`config.mk`:
```
export PLATFORM = sky130hd
export DESIGN_NAME = pretrig_channel
export DESIGN_NICKNAME = d
export VERILOG_FILES = /design/src/rtl/pretrig_pkg.sv /design/src/rtl/ptc_delay_slot.sv /design/src/rtl/ptc_arbiter.sv /design/src/rtl/ptc_flags.sv /design/src/rtl/ptc_readback.sv /design/src/rtl/pretrig_channel.sv
export SDC_FILE = /design/constraint.sdc
export NUM_CORES = 1
export LEC_CHECK = 0
export BUFFER_PORTS_ARGS = -buffer_cell sky130_fd_sc_hd__clkbuf_2
export CORE_ASPECT_RATIO = 0.8
export CORE_MARGIN = 2
export CORE_UTILIZATION = 29
export CTS_CLUSTER_SIZE = 16
export DETAILED_ROUTE_END_ITERATION = 10
export GPL_TIMING_DRIVEN = 0
export SLEW_MARGIN = 10
export SYNTH_ARGS = -nofsm -noshare
export SYNTH_HDL_FRONTEND = slang
export SYNTH_SLANG_ARGS = --single-unit
```
`constraint.sdc`:
```
create_clock -name clk -period 2.7 [get_ports clk]
set_input_delay 0.405 -clock clk [delete_from_list [all_inputs] [get_ports clk]]
set_output_delay 0.405 -clock clk [all_outputs]
set_load 0.02 [all_outputs]
```
`src/rtl/pretrig_pkg.sv`:
```
package pretrig_pkg;

    localparam int CNT_W   = 16;
    localparam int REG_W   = 32;
    localparam int MAX_PT  = 8;
    localparam int IDX_W   = 3;
    localparam int ADDR_W  = 4;
    localparam int CF_LSB  = 16;
    localparam int ERR_LSB = 0;

    typedef struct packed {
        logic             hit;
        logic [IDX_W-1:0] idx;
    } pick_t;

    typedef struct packed {
        logic [MAX_PT-1:0] accept;
        logic [MAX_PT-1:0] err_set;
        pick_t             pick;
    } arb_t;

    function automatic pick_t first_set(input logic [MAX_PT-1:0] v);
        pick_t r;
        r = '0;
        for (int i = MAX_PT - 1; i >= 0; i--) begin
            if (v[i]) begin
                r.hit = 1'b1;
                r.idx = IDX_W'(i);
            end
        end
        return r;
    endfunction

    function automatic logic [MAX_PT-1:0] idx_to_onehot(input logic [IDX_W-1:0] i);
        return MAX_PT'(1) << i;
    endfunction

endpackage

```
`src/rtl/ptc_delay_slot.sv`:
```
module ptc_delay_slot
    import pretrig_pkg::*;
(
    input  logic             clk,
    input  logic             rst,
    input  logic             wr_sel,
    input  logic [CNT_W-1:0] wr_val,
    input  logic             cyc_wrap,
    input  logic [CNT_W-1:0] cnt_val,
    input  logic             en,
    output logic             match,
    output logic [CNT_W-1:0] active
);

    logic [CNT_W-1:0] shadow_q;
    logic [CNT_W-1:0] active_q;
    logic             armed_q;

    assign match  = armed_q & en & (cnt_val == active_q);
    assign active = active_q;

    always_ff @(posedge clk) begin
        if (rst) begin
            shadow_q <= '0;
            active_q <= '0;
            armed_q  <= 1'b1;
        end else begin
            if (wr_sel) begin
                shadow_q <= wr_val;
            end
            if (cyc_wrap) begin
                active_q <= shadow_q;
                armed_q  <= 1'b1;
            end else if (match) begin
                armed_q  <= 1'b0;
            end
        end
    end

endmodule

```
`src/rtl/ptc_arbiter.sv`:
```
module ptc_arbiter
    import pretrig_pkg::*;
#(
    parameter int NPT = 4
) (
    input  logic [NPT-1:0] match,
    input  logic           busy,
    input  logic           inflight,
    output arb_t           res
);

    logic [MAX_PT-1:0] match_w;
    logic              blocked;

    assign match_w = MAX_PT'(match);
    assign blocked = busy | inflight;

    always_comb begin
        res.pick    = first_set(match_w);
        res.accept  = (res.pick.hit && !blocked) ? idx_to_onehot(res.pick.idx) : '0;
        res.err_set = match_w & ~res.accept;
    end

endmodule

```
`src/rtl/ptc_flags.sv`:
```
module ptc_flags #(
    parameter int NPT = 4
) (
    input  logic           clk,
    input  logic           rst,
    input  logic [NPT-1:0] set_cf,
    input  logic [NPT-1:0] set_err,
    input  logic           clr_en,
    input  logic [NPT-1:0] keep_cf,
    input  logic [NPT-1:0] keep_err,
    output logic [NPT-1:0] cf_q,
    output logic [NPT-1:0] err_q
);

    logic [NPT-1:0] cf_kept;
    logic [NPT-1:0] err_kept;

    assign cf_kept  = clr_en ? (cf_q & keep_cf)   : cf_q;
    assign err_kept = clr_en ? (err_q & keep_err) : err_q;

    always_ff @(posedge clk) begin
        if (rst) begin
            cf_q  <= '0;
            err_q <= '0;
        end else begin
            cf_q  <= cf_kept | set_cf;
            err_q <= err_kept | set_err;
        end
    end

endmodule

```
`src/rtl/ptc_readback.sv`:
```
module ptc_readback
    import pretrig_pkg::*;
#(
    parameter int NPT = 4
) (
    input  logic [ADDR_W-1:0]           addr,
    input  logic [NPT-1:0]              cf,
    input  logic [NPT-1:0]              err,
    input  logic [NPT-1:0][CNT_W-1:0]   act,
    output logic [REG_W-1:0]            rdata
);

    always_comb begin
        rdata = '0;
        if (addr == '0) begin
            rdata[CF_LSB  +: NPT] = cf;
            rdata[ERR_LSB +: NPT] = err;
        end else begin
            for (int m = 0; m < NPT; m++) begin
                if (addr == ADDR_W'(m + 1)) begin
                    rdata[CNT_W-1:0] = act[m];
                end
            end
        end
    end

endmodule

```
`src/rtl/pretrig_channel.sv`:
```
module pretrig_channel
    import pretrig_pkg::*;
#(
    parameter int NPT = 4
) (
    input  logic              clk,
    input  logic              rst,
    input  logic [CNT_W-1:0]  cnt_val,
    input  logic              cyc_wrap,
    input  logic [NPT-1:0]    pt_en,
    input  logic              adc_busy,
    input  logic              reg_wr,
    input  logic [ADDR_W-1:0] reg_addr,
    input  logic [REG_W-1:0]  reg_wdata,
    output logic [REG_W-1:0]  reg_rdata,
    output logic [NPT-1:0]    pt_fire,
    output logic              adc_trig,
    output logic [IDX_W-1:0]  trig_idx
);

    logic [NPT-1:0]            match;
    logic [NPT-1:0][CNT_W-1:0] act;
    logic [NPT-1:0]            cf_q;
    logic [NPT-1:0]            err_q;
    logic                      status_wr;
    arb_t                      arb;

    assign status_wr = reg_wr && (reg_addr == '0);

    for (genvar m = 0; m < NPT; m++) begin : g_slot
        logic sel;
        assign sel = reg_wr && (reg_addr == ADDR_W'(m + 1));
        ptc_delay_slot u_slot (
            .clk      (clk),
            .rst      (rst),
            .wr_sel   (sel),
            .wr_val   (reg_wdata[CNT_W-1:0]),
            .cyc_wrap (cyc_wrap),
            .cnt_val  (cnt_val),
            .en       (pt_en[m]),
            .match    (match[m]),
            .active   (act[m])
        );
    end

    ptc_arbiter #(.NPT(NPT)) u_arb (
        .match    (match),
        .busy     (adc_busy),
        .inflight (adc_trig),
        .res      (arb)
    );

    ptc_flags #(.NPT(NPT)) u_flags (
        .clk      (clk),
        .rst      (rst),
        .set_cf   (match),
        .set_err  (arb.err_set[NPT-1:0]),
        .clr_en   (status_wr),
        .keep_cf  (reg_wdata[CF_LSB +: NPT]),
        .keep_err (reg_wdata[ERR_LSB +: NPT]),
        .cf_q     (cf_q),
        .err_q    (err_q)
    );

    ptc_readback #(.NPT(NPT)) u_rd (
        .addr  (reg_addr),
        .cf    (cf_q),
        .err   (err_q),
        .act   (act),
        .rdata (reg_rdata)
    );

    always_ff @(posedge clk) begin
        if (rst) begin
            pt_fire  <= '0;
            adc_trig <= 1'b0;
            trig_idx <= '0;
        end else begin
            pt_fire  <= match;
            adc_trig <= |arb.accept;
            if (|arb.accept) begin
                trig_idx <= arb.pick.idx;
            end
        end
    end

endmodule

```
# Word level (Yosys, flattened, before mapping)
# Cells that the tools add are included.
# W data, S select, Z words.
[classes]
eq_ne = 8
n_shift = 1
muxes = 14
n_reduce_logical = 10
bitwise = 15
[ops]
columns = ["cell", "count"]
rows = [
  ["$eq A16 B16 Y1", 4],
  ["$mux W16", 4],
  ["$mux W4", 8],
  ["$and A4 B4 Y4", 3],
  ["$mux W12", 1],
  ["$and A1 B1 Y1", 8],
  ["$eq A4 B2 Y1 const B", 2],
  ["$mux W8", 1],
  ["$or A4 B4 Y4", 2],
  ["$reduce_or A8 Y1", 1],
  ["$shl A1 B3 Y8 const A", 1],
  ["$logic_and A1 B1 Y1", 6],
  ["$eq A4 B1 Y1 const B", 1],
  ["$eq A4 B3 Y1 const B", 1],
  ["$logic_not A4 Y1", 1],
  ["$not A4 Y4", 1],
  ["$reduce_or A2 Y1", 1],
  ["$logic_not A1 Y1", 1],
  ["$or A1 B1 Y1", 1],
]
[totals]
wordCells = 65
ff_bits = 148
output_inout_bits = 40
input_bits = 61

# Logic depth before layout (Yosys ltp)
# Gate-level depths: netlist (run 1).
[logic_depth]
word_depth = 11
depth_mapped = 9
mapped_depth_nobuf = 6

# By module
# A second synthesis (run 1) with hierarchy kept.
[hier_totals]
cells_unflattened = 734
hier_area_um2 = 7065.5
[modules_own_cells]
columns = ["mod", "area_per_inst_um2", "seq_area_each_um2", "instances", "cells_each"]
rows = [
  ["ptc_delay_slot", 1363.8, 660.6, 4, 134],
  ["ptc_readback", 719.4, 0.0, 1, 103],
  ["ptc_flags", 366.6, 160.2, 1, 33],
  ["pretrig_channel", 350.3, 160.2, 1, 35],
  ["ptc_arbiter", 173.9, 0.0, 1, 27],
]

# Worst setup path after synthesis (run 1)
# No wires, ideal clock.
[synth_timing]
kind = "input-to-output"
startpoint = "input port reg_addr[2]"
endpoint = "output port reg_rdata[2]"
required_ns = 2.295
stages = 7
setup_slack_ns = 0.610
arrival_ns = 1.685
path_buffers = 2
cell_sequence = "buf_2 nor2_1 and2_1 clkbuf_1 o21ai_0 a21oi_1 o22a_1"
[synth_between]
elab_chain_len = 6
elab_cells_between_ends = 10
cone_classes = "eq/ne (4); mux (5); reduce/logical (1)"
[synth_rtl]
columns = ["item", "line_no", "rtl"]
rows = [
  ["start, declared", "pretrig_channel.sv:13", "input logic [ADDR_W-1:0] reg_addr,"],
  ["$eq A4 B1 Y1", "ptc_readback.sv:20", "if (addr == ADDR_W'(m + 1)) begin"],
  ["$mux W16 (4 in series)", "ptc_readback.sv:20", ""],
  ["$mux W4 (*)", "ptc_readback.sv:15", "if (addr == '0) begin"],
  ["end, declared", "pretrig_channel.sv:15", "output logic [REG_W-1:0] reg_rdata,"],
]
# Every way passes the cells marked *; elsewhere a longest branch is shown, timed or not.

# Worst setup path after layout (run 1)
[layout_timing]
startpoint = "input port reg_addr[1]"
endpoint = "output port reg_rdata[4]"
[layout_between]
elab_chain_len = 6
elab_cells_between_ends = 10
cone_classes = "eq/ne (4); mux (5); reduce/logical (1)"
[layout_rtl]
columns = ["item", "line_no"]
rows = [
  ["$eq A4 B1 Y1", "ptc_readback.sv:20"],
  ["$mux W16 (4 in series)", "ptc_readback.sv:20"],
  ["$mux W12 (*)", "ptc_readback.sv:15"],
]
# Marks and branches as above.

==> run metrics, run 1 <==
IO Port Bufs 70; FMAX 0.381 GHz; CP most frequent cell clkbuf_2; Core ar. 21700 µm²; Slowest-stage cell, CP or3_1; clk sinks 147; latest clock arrival within the worst-skew pair 0.44 ns; Yosys warnings 0; MaxCap Viol Count 0; fill count 2313; largest net degree at the start of global routing 17; CTS tree built; combinational power share 0.073; Slew Limit Fails 0; status complete, no violations; proportion of layout cells with a drive suffix above 1 0.152; initial drt markers 389; CTS max path bufs 2; total track usage 0.184; Design Power 5.12 mW; critical path class in -> out; First-pass DRT Iterations 5; Avg WL per Cell 17.8 µm; internal power 3.90 mW; IO Pins 101; crit path time final 2.62 ns; via count 5631; crit-path max FO 10; Layout area overhead 21.8%; initial antenna violation count 0; final WL 21.1 mm; H-tree Lvls 4; Yosys cell types 39; switching power 1.22 mW; ys async rst share 0; Lkg Pwr 3.24 nW; sequential element share of the synthesized area 0.454; worst path cell trace clkbuf_2 > or3_1 > nor2_1 > buf_2 > a22oi_1 > o21ai_0 > clkbuf_2; die area 23600 µm²; commonest non-fill, non-tap cell in the layout nand2_1; Least-Margin Pin Slew 0.804 ns; Post-synth EDFFs 0; pwr dens 649 nW/µm²; Synth Register Bits 147; Num CTS Buffers 17; worst hold slack 0.259 ns; buffers and inverters on the worst path 3; Post-Syn Area 6480 µm²; Final setup viols 0; most frequent cells in the layout nand2_1, dfxtp_1, nor2_1; Post-CTS Setup Bufs 0; RSZ-0062 raised after global routing no; WP data required 2.30 ns; row cnt 48; root buffer cell clkbuf_16; DRC violations left 0; arrival time at the worst endpoint 2.22 ns; relative slew slack 0.464; vias in the first global route 5230; Post-DRT Antenna Nets 0; crit path capture type output pin; initial core utilization 0.298; cts hold-fix bufs 0; post-route clock period utilization 0.972; ys flop type dfxtp_1; global route total overflow 0; Reg power frac 0.430; share of power burned in the clock network 0.497; Hold Path Class in -> reg; global placement routability congestion 0.946; Hold Vio Cnt, Final 0; crit path launch type primary input; Final Skew 0.00730 ns; drt via density 4.74; placed cell area 7250 µm²; first-pass GRT wire length 31.1 mm; CP top delay family simple AND/OR/NAND/NOR gates; Worst-path clk slew 0.06 ns; chip height 138 µm; Syn Inst Count 774; Ant. Diodes 0; final net count 936; Syn Area/Cell 8.37 µm²; slowest stage delay, CP 0.49 ns; DP HPWL 16.0 mm; Sw Ratio 0.238; fin area 7890 µm²; Die W 171 µm; Worst VDD drop 0.000481 V
flip-flops by register name (all words and copies together), names as in the netlist:
name                    count
adc_trig                    1
g_slot.u_slot.active       64
g_slot.u_slot.armed_q       4
g_slot.u_slot.shadow_q     64
pt_fire                     4
trig_idx                    2
u_flags.cf_q                4
u_flags.err_q               4
cells by family after synthesis:
family / Yosys count / synth area share
other cells: 1 / 0.000579
buf+inv: 64 / 0.0479
simple gates: 297 / 0.190
compound gates: 129 / 0.109
xor+xnor: 64 / 0.0865
mux: 72 / 0.111
flops: 147 / 0.454
through the flow:
step | utilization | instances | worst slack, ns | TNS [ns]
2_1_floorplan | - | 786 | 0.610 | 0
3_3_place_gp | 0.333 | 1156 | -0.159 | -0.610
3_5_place_dp | 0.333 | 1156 | -0.150 | -0.534
4_1_cts | 0.363 | 1188 | 0.00353 | 0
5_1_grt | 0.363 | 1188 | 0.0254 | 0
6_report | 0.363 | 1188 | 0.0755 | 0
synth_stat cells (all sizes together), types with 2 or more instances:
cell type / count / area [µm²]
nand2: 170 / 641
dfxtp: 147 / 2940
nor2: 81 / 304
a21oi: 76 / 380
mux2i: 72 / 721
xor2: 40 / 350
buf: 35 / 201
o21ai: 34 / 170
clkbuf: 25 / 93.8
xnor2: 24 / 210
nor4: 11 / 68.8
and2: 7 / 43.8
nand3: 7 / 35.0
a22oi: 5 / 37.5
nand4: 5 / 31.3
a211o: 4 / 35.0
inv: 4 / 15.0
nor3: 4 / 20.0
a21o: 3 / 22.5
or3: 3 / 18.8
nor3b: 2 / 20.0
o22a: 2 / 17.5
or2: 2 / 12.5
or4: 2 / 15.0
worst reg2reg max path, cell delays in order, from the launching register on:
cell	delay, ns
dfxtp_1	0.34
xor2_1	0.18
nor4_1	0.68
nand4_1	0.24
or3_1	0.41
buf_6	0.15
a31o_1	0.20
a21oi_1	0.13
power groups by stage:
stage	sequential, mW	clock [mW]	combinational [mW]
2_1_floorplan	2.24	0	0.213
3_3_place_gp	2.25	0	0.372
3_5_place_dp	2.25	0	0.372
4_1_cts	2.20	2.57	0.373
5_1_grt	2.20	2.66	0.399
6_report	2.20	2.54	0.373
repair_timing:
action / CTS / global route
setup endpoints to repair: 4 / 10
resized for setup: 1 / 5
endpoints found under the hold margin: 0 / 0
per-layer routing:
metal / share of wire / global-route usage / vias up
met2: 0.46 / 0.288 / 130
met1: 0.47 / 0.245 / 2703
met5: 0 / 0 / -
met3: 0.046 / 0.0396 / 38
met4: 0.027 / 0.0777 / 0
li1: - / - / 2760
final cells by class:
type                            count  area [µm²]  share of cell area
Clock inverter                     13         183              0.0232
Tap cell                          300         375              0.0476
Sequential cell                   147        2940               0.373
Inverter                            4        15.0             0.00190
Timing Repair Buffer               70         350              0.0444
Clock buffer                       19         453              0.0574
Multi-Input combinational cell    575        3270               0.415
Buffer                             60         299              0.0379
final timing paths:
check | startpoint | end | slack (ns) | cells past startpoint
setup / recovery | reg_addr[1] | reg_rdata[4] | 0.08 | 7
hold / removal | reg_wdata[15] | g_slot[2].u_slot.shadow_q[15] | 0.26 | 3
setup reg to reg | g_slot[1].u_slot.active[15] | u_flags.err_q[2] | 0.31 | 7
hold reg to reg | g_slot[0].u_slot.shadow_q[15] | g_slot[0].u_slot.shadow_q[15] | 0.45 | 2
(Power assumes the default switching activity.)
==> run 2: changes to the inputs <==
BUFFER_PORTS_ARGS = -buffer_cell sky130_fd_sc_hd__buf_4   (was -buffer_cell sky130_fd_sc_hd__clkbuf_2)
==> run metrics, run 2 (synthesized netlist as in run 1, its figures left out) <==
crit path launch type primary input; Core Util, Final 0.371 (+0.00794); Die W 171 µm (unchanged); die area 23600 µm² (unchanged); Top Layer Used met4; Ant. Diodes 0 (unchanged); post-route clock period utilization 0.965 (-0.00726); Core ar. 21700 µm² (unchanged); Final Skew 0.00880 ns (+0.00150 ns); DP HPWL 16.0 mm (+0.23%); first-pass GRT wire length 31.2 mm (+0.42%); Post-CTS Setup Bufs 0 (unchanged); metal2 WL 9.49 mm (-1.5%); Worst-path clk slew 0.06 ns (about the same); crit path time final 2.60 ns (-0.0196 ns); largest net degree at the start of global routing 17 (unchanged); fill count 2294 (-0.82%); latest clock arrival within the worst-skew pair 0.43 ns (about the same); wire length on met1 9.82 mm (-1.2%); critical path class in -> out; IO Port Bufs 70 (unchanged); arrival time at the worst endpoint 2.20 ns (-0.02 ns); initial antenna violation count 0 (unchanged); Hold Path Class in -> reg; status complete, no violations; drt via density 4.76 (+0.39%); DRC violations left 0 (unchanged); final net count 936 (unchanged); Final WS setup 0.0951 ns (+0.0196 ns); RSZ-0062 raised after global routing no; CTS max path bufs 2 (unchanged); initial core utilization 0.298 (unchanged); IO Pins 101 (unchanged); WP data required 2.30 ns (about the same); vias in the first global route 5266 (+0.69%); crit path capture type output pin; FMAX 0.384 GHz (+0.75%); chip height 138 µm (unchanged); H-tree Lvls 4 (unchanged); cts hold-fix bufs 0 (unchanged); CTS tree built; Final setup viols 0 (unchanged); via count 5653 (+0.39%); Lkg Pwr 3.29 nW (+1.7%); row cnt 48 (unchanged); Hold Vio Cnt, Final 0 (unchanged); Least-Margin Pin Slew 0.831 ns (+0.0268 ns); Num CTS Buffers 17 (unchanged); crit-path max FO 10 (unchanged); global route total overflow 0 (unchanged); Slew Limit Fails 0 (unchanged); MaxCap Viol Count 0 (unchanged); Post-DRT Antenna Nets 0 (unchanged); Avg WL per Cell 17.8 µm (about the same); worst hold slack 0.256 ns (-0.00355 ns); clk sinks 147 (unchanged); most frequent cells in the layout nand2_1, dfxtp_1, buf_4; initial drt markers 381 (-2.1%); First-pass DRT Iterations 5 (unchanged); proportion of layout cells with a drive suffix above 1 0.151 (-0.00113); pwr dens 638 nW/µm² (-1.6%); Worst VDD drop 0.000380 V (-21%); commonest non-fill, non-tap cell in the layout nand2_1; Setup WS pre-CTS -0.0425 ns (+0.107 ns); final WL 21.1 mm (about the same); relative slew slack 0.446 (-0.0179); met3 WL 1.12 mm (+16%); total track usage 0.182 (-0.00138); Layout area overhead 24.4%; global placement routability congestion 0.923 (-2.5%); root buffer cell clkbuf_16
## run 2: cell types whose count changed in the layout (fill, tap and decap cells not counted)
cell        delta
clkinv_2       +1
clkbuf_2      -70
buf_2          -1
clkinvlp_4     -2
buf_4         +70
clkbuf_1       +1
inv_6          +1
## run 2: where the power goes
part / switching [mW] / total [mW] / leakage [nW] / internal, mW
Sequential: 0.0126 / 2.20 / 1.19 / 2.19
Clock: 0.955 / 2.55 / 0.309 / 1.59
Combinational: 0.252 / 0.396 / 1.80 / 0.144
## run 2: cell type report
cell class	instances	area [µm²]	share of cell area
clock buffer	19	453	0.0562
buffer	60	298	0.0369
tap	300	375	0.0466
timing repair buffer	70	526	0.0652
clock inverter	13	181	0.0225
multi-input combinational	575	3270	0.406
inverter	4	15.0	0.00186
sequential	147	2940	0.365
## run 2: through the flow
stage | std cells | instance area, µm² | setup TNS (ns) | power (mW)
3_3_place_gp | 1156 | 7420 | -0.228 | 2.64
6_report | 1188 | 8060 | 0 | 5.14
3_5_place_dp | 1156 | 7420 | -0.0814 | 2.64
2_1_floorplan | 786 | 6520 | 0 | 2.46
5_1_grt | 1188 | 8060 | 0 | 5.31
4_1_cts | 1188 | 8060 | 0 | 5.17
## run 2: final timing paths
| path | from | endpoint | slack (ns) | depth (start not counted) |
|---|---|---|---|---|
| setup / recovery | reg_addr[0] | reg_rdata[4] | 0.1 | 6 |
| hold / removal | reg_wdata[15] | g_slot[1].u_slot.shadow_q[15] | 0.26 | 3 |
| setup reg to reg | g_slot[1].u_slot.active[15] | u_flags.err_q[2] | 0.37 | 7 |
| hold reg to reg | g_slot[0].u_slot.shadow_q[3] | g_slot[0].u_slot.shadow_q[3] | 0.45 | 2 |
## run 2: per-layer routing
layer / up-vias / track usage
li1: 2757 / -
met1: 2687 / 0.245
met2: 171 / 0.284
met3: 38 / 0.0388
met4: 0 / 0.0758
met5: - / 0
## run 2: repair_timing
action                                  CTS  global route
endpoints found under the setup margin    4             7
endpoints found under the hold margin     0             0
resized for setup                         1             2
## run 2: worst max-delay path, stage by stage
cell      delay [ns]
buf_4           0.13
clkbuf_1        0.41
clkbuf_1        0.53
mux2i_1         0.16
o21ai_0         0.34
buf_4           0.22
